`src/rtl/cfgport_pkg.sv`:
```
// Shared constants and the reset-value rule for the serial register port.
package cfgport_pkg;
    localparam int ADDR_W    = 8;
    localparam int DATA_W    = 8;
    localparam int XFER_BITS = ADDR_W + DATA_W;
    localparam int CNT_W     = $clog2(XFER_BITS + 1);
    localparam int IDX_W     = ADDR_W - 2;
    localparam int FIRST_RW  = 2;

    // Reset value of writable register k: index in the high nibble, its complement low.
    function automatic logic [DATA_W-1:0] reset_value(input int k);
        logic [3:0] n;
        n = 4'(k);
        return {n, ~n};
    endfunction
endpackage

```
`src/rtl/cfgport_shift.sv`:
```
// Bit-level engine of the serial port: counts the 16 edges of a transfer,
// collects the address and data words and serialises read data.
// Assumes cs_n, rw and sd_in are stable around each rising sclk edge.
module cfgport_shift
    import cfgport_pkg::*;
(
    input  logic              clk,
    input  logic              rst_n,
    input  logic              cs_n,
    input  logic              rw,
    input  logic              sd_in,
    input  logic [DATA_W-1:0] rd_byte,
    output logic [ADDR_W-1:0] addr_word,
    output logic              addr_done,
    output logic [ADDR_W-1:0] addr_q,
    output logic              rd_q,
    output logic [DATA_W-1:0] data_word,
    output logic              data_done,
    output logic [CNT_W-1:0]  bit_cnt,
    output logic              sd_out,
    output logic              sd_oe
);
    localparam logic [CNT_W-1:0] LAST_ADDR = CNT_W'(ADDR_W - 1);
    localparam logic [CNT_W-1:0] LAST_DATA = CNT_W'(XFER_BITS - 1);
    localparam logic [CNT_W-1:0] DONE      = CNT_W'(XFER_BITS);

    logic [ADDR_W-1:0] in_sh;
    logic [DATA_W-1:0] out_sh;
    logic              drive_q;

    // Words as they stand at the edge that completes them.
    assign addr_word = {in_sh[ADDR_W-2:0], sd_in};
    assign data_word = {in_sh[DATA_W-2:0], sd_in};
    assign addr_done = !cs_n && (bit_cnt == LAST_ADDR);
    assign data_done = !cs_n && (bit_cnt == LAST_DATA);

    // Edge counter, input shifter and read serialiser.
    always_ff @(posedge clk) begin
        if (!rst_n) begin
            bit_cnt <= '0;
            in_sh   <= '0;
            out_sh  <= '0;
            drive_q <= 1'b0;
            rd_q    <= 1'b0;
            addr_q  <= '0;
        end else if (cs_n) begin
            bit_cnt <= '0;
            drive_q <= 1'b0;
        end else if (bit_cnt != DONE) begin
            bit_cnt <= bit_cnt + 1'b1;
            in_sh   <= addr_word;
            if (bit_cnt == LAST_ADDR) begin
                addr_q <= addr_word;
                rd_q   <= rw;
                if (rw) begin
                    drive_q <= 1'b1;
                    out_sh  <= rd_byte;
                end
            end else if (bit_cnt == LAST_DATA) begin
                drive_q <= 1'b0;
            end else begin
                out_sh <= {out_sh[DATA_W-2:0], 1'b0};
            end
        end
    end

    // The pad sees a quiet low level whenever the port is not driving.
    assign sd_oe  = drive_q;
    assign sd_out = drive_q & out_sh[DATA_W-1];
endmodule

```
`src/rtl/cfgport_regs.sv`:
```
// Register bank: fixed ID at index 0, status at index 1, writable
// registers with reset values above, zero for unmapped indices.
// Assumes wr_en is already qualified by the transfer and enable rules.
module cfgport_regs
    import cfgport_pkg::*;
#(
    parameter int NREG = 8
) (
    input  logic                         clk,
    input  logic                         rst_n,
    input  logic                         wr_en,
    input  logic [IDX_W-1:0]             wr_idx,
    input  logic [DATA_W-1:0]            wr_data,
    input  logic [IDX_W-1:0]             rd_idx,
    input  logic [DATA_W-1:0]            id_byte,
    input  logic [DATA_W-1:0]            status_byte,
    output logic [DATA_W-1:0]            rd_data,
    output logic [(NREG-FIRST_RW)*DATA_W-1:0] image
);
    localparam int NRW = NREG - FIRST_RW;

    // One storage byte per writable index.
    for (genvar k = FIRST_RW; k < NREG; k++) begin : g_rw
        localparam logic [IDX_W-1:0] MY_IDX = IDX_W'(k);
        logic [DATA_W-1:0] q;
        // Holds the register; reset to its default, updated on a matching write.
        always_ff @(posedge clk) begin
            if (!rst_n)                         q <= reset_value(k);
            else if (wr_en && wr_idx == MY_IDX) q <= wr_data;
        end
        assign image[(k-FIRST_RW)*DATA_W +: DATA_W] = q;
    end

    // Read selection across fixed, writable and unmapped indices.
    always_comb begin
        if (rd_idx == IDX_W'(0))                rd_data = id_byte;
        else if (rd_idx == IDX_W'(1))           rd_data = status_byte;
        else if (int'(rd_idx) < NREG)           rd_data = image[(int'(rd_idx)-FIRST_RW)*DATA_W +: DATA_W];
        else                                    rd_data = '0;
    end

    if (NRW < 1) begin : g_bad
        initial $error("NREG must exceed the read-only indices");
    end
endmodule

```
`src/rtl/cfgport_top.sv`:
```
// Serial slave port onto a bank of 8-bit control registers.
// Runs on the serial clock; sclk must be low-skew and free of glitches.
module cfgport_top
    import cfgport_pkg::*;
#(
    parameter int         NREG      = 8,
    parameter logic [3:0] PART_CODE = 4'h3,
    parameter logic [3:0] VERSION   = 4'h5
) (
    input  logic sclk,
    input  logic rst_n,
    input  logic cs_n,
    input  logic rw,
    input  logic sd_in,
    output logic sd_out,
    output logic sd_oe,
    input  logic tx_en,
    input  logic rx_en,
    input  logic sfd_search
);
    logic [ADDR_W-1:0] addr_word, addr_q;
    logic              addr_done, data_done, rd_q;
    logic [DATA_W-1:0] data_word, rd_data, status_byte;
    logic [CNT_W-1:0]  bit_cnt;
    logic              wr_en;
    logic [(NREG-FIRST_RW)*DATA_W-1:0] rf_image;

    // Live status byte presented at index 1.
    assign status_byte = {3'b000, rx_en & sfd_search, 2'b00, tx_en, rx_en};

    // A write lands only when both datapath enables are off.
    assign wr_en = data_done && !rd_q && !tx_en && !rx_en;

    cfgport_shift u_shift (
        .clk       (sclk),
        .rst_n     (rst_n),
        .cs_n      (cs_n),
        .rw        (rw),
        .sd_in     (sd_in),
        .rd_byte   (rd_data),
        .addr_word (addr_word),
        .addr_done (addr_done),
        .addr_q    (addr_q),
        .rd_q      (rd_q),
        .data_word (data_word),
        .data_done (data_done),
        .bit_cnt   (bit_cnt),
        .sd_out    (sd_out),
        .sd_oe     (sd_oe)
    );

    cfgport_regs #(.NREG(NREG)) u_regs (
        .clk         (sclk),
        .rst_n       (rst_n),
        .wr_en       (wr_en),
        .wr_idx      (addr_q[ADDR_W-1:2]),
        .wr_data     (data_word),
        .rd_idx      (addr_word[ADDR_W-1:2]),
        .id_byte     ({PART_CODE, VERSION}),
        .status_byte (status_byte),
        .rd_data     (rd_data),
        .image       (rf_image)
    );

    logic unused_ok;
    assign unused_ok = addr_done;
endmodule

```
`config.mk`:
```
export PLATFORM = sky130hd
export DESIGN_NAME = cfgport_top
export DESIGN_NICKNAME = d
export VERILOG_FILES = /design/src/rtl/cfgport_pkg.sv /design/src/rtl/cfgport_shift.sv /design/src/rtl/cfgport_regs.sv /design/src/rtl/cfgport_top.sv
export SDC_FILE = /design/constraint.sdc
export NUM_CORES = 1
export LEC_CHECK = 0
export ABC_AREA = 1
export BUFFER_PORTS_ARGS = -buffer_cell sky130_fd_sc_hd__buf_2
export CORE_UTILIZATION = 55
export DETAILED_ROUTE_END_ITERATION = 8
export PLACE_DENSITY = 0.85
export RECOVER_POWER = 100
export SYNTH_ARGS = -nofsm -noshare
export SYNTH_HDL_FRONTEND = slang
export SYNTH_HIERARCHICAL = 1
export SYNTH_SLANG_ARGS = --single-unit
```
`constraint.sdc`:
```
create_clock -name sclk -period 2.06 [get_ports sclk]
set_input_delay 0.206 -clock sclk [delete_from_list [all_inputs] [get_ports sclk]]
set_output_delay 0.206 -clock sclk [all_outputs]
set_load 0.01 [all_outputs]
```
# Word level (Yosys, flattened, before mapping)
# Cells that the tools add are included.
# totals
reg_bits,78
latch_bits,0
mem_bits_rw,0
mem_bits_ro,0
inputBits,8
output_inout_bits,2
elab_cells,62
n_memories,0
# op_classes
n_addsub,2
mul,0
div_mod_pow,0
order_cmp,1
eq_ne,12
n_shift,1
n_mux,9
n_bitwise,4
reduce_logical,21
# op_table
op,n
two-way mux 8 bit,6
variable part select 48 x 32 -> 8 bit,1
equality test 6 x 3 -> 1 bit (second input constant),4
equality test 6 x 2 -> 1 bit (second input constant),2
logical AND 1 bit,10
subtractor 6 x 2 -> 7 bit (second input constant),1
equality test 6 x 1 -> 1 bit (second input constant),1
logical NOT 6 bit,1
< comparator 6 x 4 -> 1 bit (second input constant),1
AND reduction 3 bit,2
adder 5 x 1 -> 5 bit (second input constant),1
equality test 5 x 3 -> 1 bit (second input constant),1
equality test 5 x 4 -> 1 bit (second input constant),1
inequality test 5 bit (second input constant),1
logical NOT 1 bit,4
AND reduction 4 bit,1
two-way mux 1 bit,3
AND 1 bit,2
inequality test 2 x 1 -> 1 bit (second input constant),1
inequality test 2 bit (second input constant),1
NOT 1 bit,2
AND reduction 2 bit,1
nonzero test 2 bit,1
OR reduction 2 bit,1

# Depth between registers and ports, before layout
# depth
depth_word,7
depth_mapped,15
depth_no_buf,14

# Hierarchy
# Netlist, hierarchy kept.
# by_module_without_submodules
module,n_inst,cells_per_inst,area_per_inst_um2,seq_area_each_um2
cfgport_regs,1,381,2523.7,960.9
cfgport_shift,1,192,1375.1,600.6
cfgport_top,1,10,37.5,0.0

# Least setup slack after synthesis
# Ideal clock, no wire load.
# synth_timing
path_type,register to register
startpoint,register u_shift.bit_cnt[0]
endpoint,register u_regs.g_rw[3].q[0]
t_arrival_ps,1929
path_slack_ps,15
path_stages_with_launch,15
n_path_buf,1
period_less_slack_ps,2045
path_cell_list,dfxtp_1 > ha_1 > nand2_1 > nor2_1 > ha_1 > inv_1 > nor2_1 > nand2_1 > nor2_1 > nand2_1 > nor3_2 > nand2_1 > buf_2 > o21ai_0 > nor2_1
# synth_via
elab_chain_len,6
# synth_lines
element,line,rtl
"start, declared",cfgport_shift.sv:19,"output logic [CNT_W-1:0] bit_cnt,"
"start signal, assigned",cfgport_shift.sv:50,bit_cnt <= bit_cnt + 1'b1;
equality test 5 x 4 -> 1 bit,cfgport_shift.sv:35,assign data_done = !cs_n && (bit_cnt == LAST_DATA);
logical AND 1 bit,cfgport_shift.sv:35,
net data_done,cfgport_top.sv:22,"logic addr_done, data_done, rd_q;"
logical AND 1 bit (3 in a row),cfgport_top.sv:32,assign wr_en = data_done && !rd_q && !tx_en && !rx_en;
net wr_en,cfgport_top.sv:25,logic wr_en;
logical AND 1 bit,cfgport_regs.sv:29,else if (wr_en && wr_idx == MY_IDX) q <= wr_data;
"end signal, assigned",cfgport_regs.sv:28,if (!rst_n) q <= reset_value(k);
"end signal, assigned",cfgport_regs.sv:29,
"end, declared",cfgport_regs.sv:25,logic [DATA_W-1:0] q;
# The timed path passes the listed nets, and every way through them passes these cells.
# A chain may end at the register's enable or synchronous reset.

# Worst setup path after layout
# layout_timing
startpoint,register u_shift.bit_cnt[0]
endpoint,register u_regs.g_rw[6].q[1]
# layout_via
elab_chain_len,6
# layout_lines
element,line
equality test 5 x 4 -> 1 bit,cfgport_shift.sv:35
logical AND 1 bit,cfgport_shift.sv:35
net data_done,cfgport_top.sv:22
logical AND 1 bit (3 in a row),cfgport_top.sv:32
net wr_en,cfgport_top.sv:25
logical AND 1 bit,cfgport_regs.sv:29
"end signal, assigned",cfgport_regs.sv:28
"end signal, assigned",cfgport_regs.sv:29
"end, declared",cfgport_regs.sv:25
# The timed path passes the listed nets, and every way through them passes these cells.

==> metrics list <==
- Outcome: finished with violations
- The checks that failed: negative setup slack.
* Total number of placement rows: 30
- Startpoint type of the worst setup path: register
- After filler insertion, the fill cell instance count of the layout stands at between 500 and 600.
* Synthesis-to-layout area growth: 17.4%
* Hpwl dp: between 6000 and 7000 um
- Wires add up to 10300 um.
- Final clock period utilization by the worst path: 1.05
- In this run the vertical extent of the chip is 85.8 um.
* Reg clk slew, reported paths: ~80 ps
* Post-route core utilization: 0.668
- At the pin with the least slew margin, the transition time is roughly 700 ps.
* Aggregate global-route resource usage: 0.282
- Max-cap viol count: 0
- The endpoint identified for the worst register-to-register timing path is u_regs/g_rw[6].q[1]$_SDFFE_PN0P_.
* Wire length of the first global-routing pass: 16100 um
- Destination of the worst hold path: u_shift/rd_q$_SDFFE_PN0P_
- Total negative slack for setup checks: -606 ps
* Remaining DRCs: 0
- The H-tree generated during clock tree synthesis spans 3 levels.
- Final antenna-violating net count: 0
- In this run the worst path has a maximum fanout of 8.
- Unrepaired setup endpoints after global routing: true
* Gate count of the mapped netlist: ~570
- The initial antenna violation count is 0.
* Headroom to the max-slew limit: 0.541
- Post-route insts no fill: 707
* Max VDD drop: between 400 and 500 uV
- Clk sinks: between 70 and 80
- Count of final max-slew check failures: 0
- The worst hold path passes through 3 cells.
- The longest clock path from root to sink contains 2 buffers.
- Fraction of final layout cells sized beyond drive strength 1: 0.190
- Min Hold Slack: roughly 160 ps
- For this design the top-level I/O count stands at 10.
* Clock root buffer: clkbuf_8
- The first routing iteration left between 500 and 600 violations.
* Final hold violation count: 0
* CTS tree: yes
- Setup violations remaining at the end of the flow were counted as 19.
- Total clock buffers created by CTS: 9
- Yosys printed 6 warnings.
* Starting utilization of the core area: 0.569
* Arrival time worst endpoint: between 2000 and 2500 ps
- Horiz. Die Dim: about 86 um
- Dividing the detail-routed wire length by the instance count gives roughly 15 um.
- Total via count in the routed design: ~3900
- Required time worst endpoint: ~2300 ps
- STA classifies the critical path endpoint as a register.
* Core area: between 6000 and 7000 um2
* Clock Skew: around 12 ps
* DP Worst Slack: -180 ps
* Startpoint of the tightest hold check path: rw
* Placer's final routability congestion estimate: 0.880
- The critical path is of the reg -> reg type.
* Input/output buffers: 9
* Clk_lat worst skew: 350 ps
- The number of cells on the worst reg-to-reg path is 13.
- Dividing the detail-routed via count by the number of cells gives ~5.4.
- A synthesized cell averages around 6.7 um2.
- Area of the die: between 7000 and 8000 um2
* Worst r2r src: u_shift/bit_cnt[0]$_SDFFE_PP0P_
- The path class of the tightest hold or removal check is in -> reg.
- The number of global-route vias before repair is between 3000 and 4000.
- Cell total after placement: 680
* Detailed-routing iteration count for the pre-antenna-repair pass: 6
- Post-synth design cell area: slightly below 4000 um2
- For flop-to-flop paths, the worst setup slack is -90 ps.
* Leak: roughly 2.2 nW
- Final Net Count: between 600 and 700
- The repair_antennas step left the layout with diodes totalling 0.
- In the post-route analysis, the smallest setup slack over all paths is -93.3 ps.
* Pin count of the biggest net entering global routing: 63
* Achievable frequency: roughly 460 MHz
* Power per cell area: approximately 720 nW/um2
- The smallest clock period supported by the final layout is computed as 2150 ps.
- Overall overflow remaining after global route: 0
-- state kept, by name, indices dropped and copies added, names as in the netlist --
signal / count
u_shift/addr_q: 6
u_shift/in_sh: 7
u_regs/g_rw.q: 48
u_shift/bit_cnt: 5
u_shift/rd_q: 1
u_shift/out_sh: 8
u_shift/sd_oe: 1
-- per-layer routing --
metal / vias to the layer above / global-route usage / routed length (um)
li1: 1854 / - / -
met1: 1737 / 0.356 / 4100
met2: 214 / 0.457 / 4980
met3: 46 / 0.0452 / 762
met4: 0 / 0.168 / 444
met5: - / 0 / 0
-- worst max path at each step --
| stage | startpoint | to | slack [ps] | cells past startpoint |
|---|---|---|---|---|
| 6_report | u_shift/bit_cnt[0]$_SDFFE_PP0P_ | u_regs/g_rw[6].q[1]$_SDFFE_PN0P_ | -90 | 13 |
| 5_1_grt | u_shift/bit_cnt[0]$_SDFFE_PP0P_ | u_regs/g_rw[6].q[3]$_SDFFE_PN1P_ | -100 | 14 |
| 4_1_cts | u_shift/bit_cnt[1]$_SDFFE_PP0P_ | u_regs/g_rw[6].q[7]$_SDFFE_PN0P_ | 1 | 13 |
| 3_5_place_dp | u_shift/bit_cnt[0]$_SDFFE_PP0P_ | u_regs/g_rw[3].q[0]$_SDFFE_PN0P_ | -180 | 14 |
| 3_3_place_gp | u_shift/bit_cnt[0]$_SDFFE_PP0P_ | u_regs/g_rw[3].q[1]$_SDFFE_PN0P_ | -30 | 14 |
| 2_1_floorplan | u_shift/bit_cnt[0]$_SDFFE_PP0P_ | u_regs/g_rw[3].q[0]$_SDFFE_PN0P_ | 10 | 14 |
-- stage by stage --
stage	total power, mW	area (um2)
3_5_place_dp	1.84	4040
3_3_place_gp	1.83	4040
4_1_cts	3.23	4430
5_1_grt	3.36	4540
2_1_floorplan	1.76	3910
6_report	3.25	4540
-- cell usage in the layout (no fill, tap or decap), drive strengths merged --
cell type	count
bufinv	3
nor4	1
clkbuf	12
a21oi	15
nand3	43
nand4	2
nor3	4
xor2	1
o21ai	46
clkinv	1
or2	8
nand3b	1
inv	76
nor2	90
ha	4
nand2	157
conb	13
buf	34
o211ai	24
dfxtp	76
-- power breakdown --
group | total, mW | internal, mW | switching [mW] | leakage [nW]
combinational | 0.329 | 0.104 | 0.225 | 1.46
clock | 1.42 | 0.870 | 0.546 | 0.127
sequential | 1.51 | 1.49 | 0.0185 | 0.617
total | 3.25 | 2.46 | 0.789 | 2.20
-- critical path, stage by stage, from the launching register on --
cell and delay [ps]:
dfxtp_2 360, ha_4 150, nand2_4 50, nor2_2 80
ha_2 190, inv_2 40, nor2_1 80, nand2_1 70
nor2_2 200, nand2_2 130, nor2_4 210, nand3_4 180
o21ai_0 240, a21oi_1 60
-- layout make-up --
class	instances	area (um2)	share of cell area
clock buffers	12	155	0.0342
clock inverters	4	95.1	0.0210
inverters	76	290	0.0640
multi-input cells	409	2080	0.459
flip-flops and latches	76	1520	0.336
well taps	96	120	0.0265
repair buffers	34	269	0.0593
-- repair_timing --
action | 4_1_cts | 5_1_grt
endpoints found under the setup margin | 30 | 45
buffers inserted | 3 | 5
hold buffers | 0 | 0
pin swaps | 8 | 12
cloned | 3 | 0
resized for setup | 32 | 28
No activity file was read; power rests on OpenSTA's default activity.
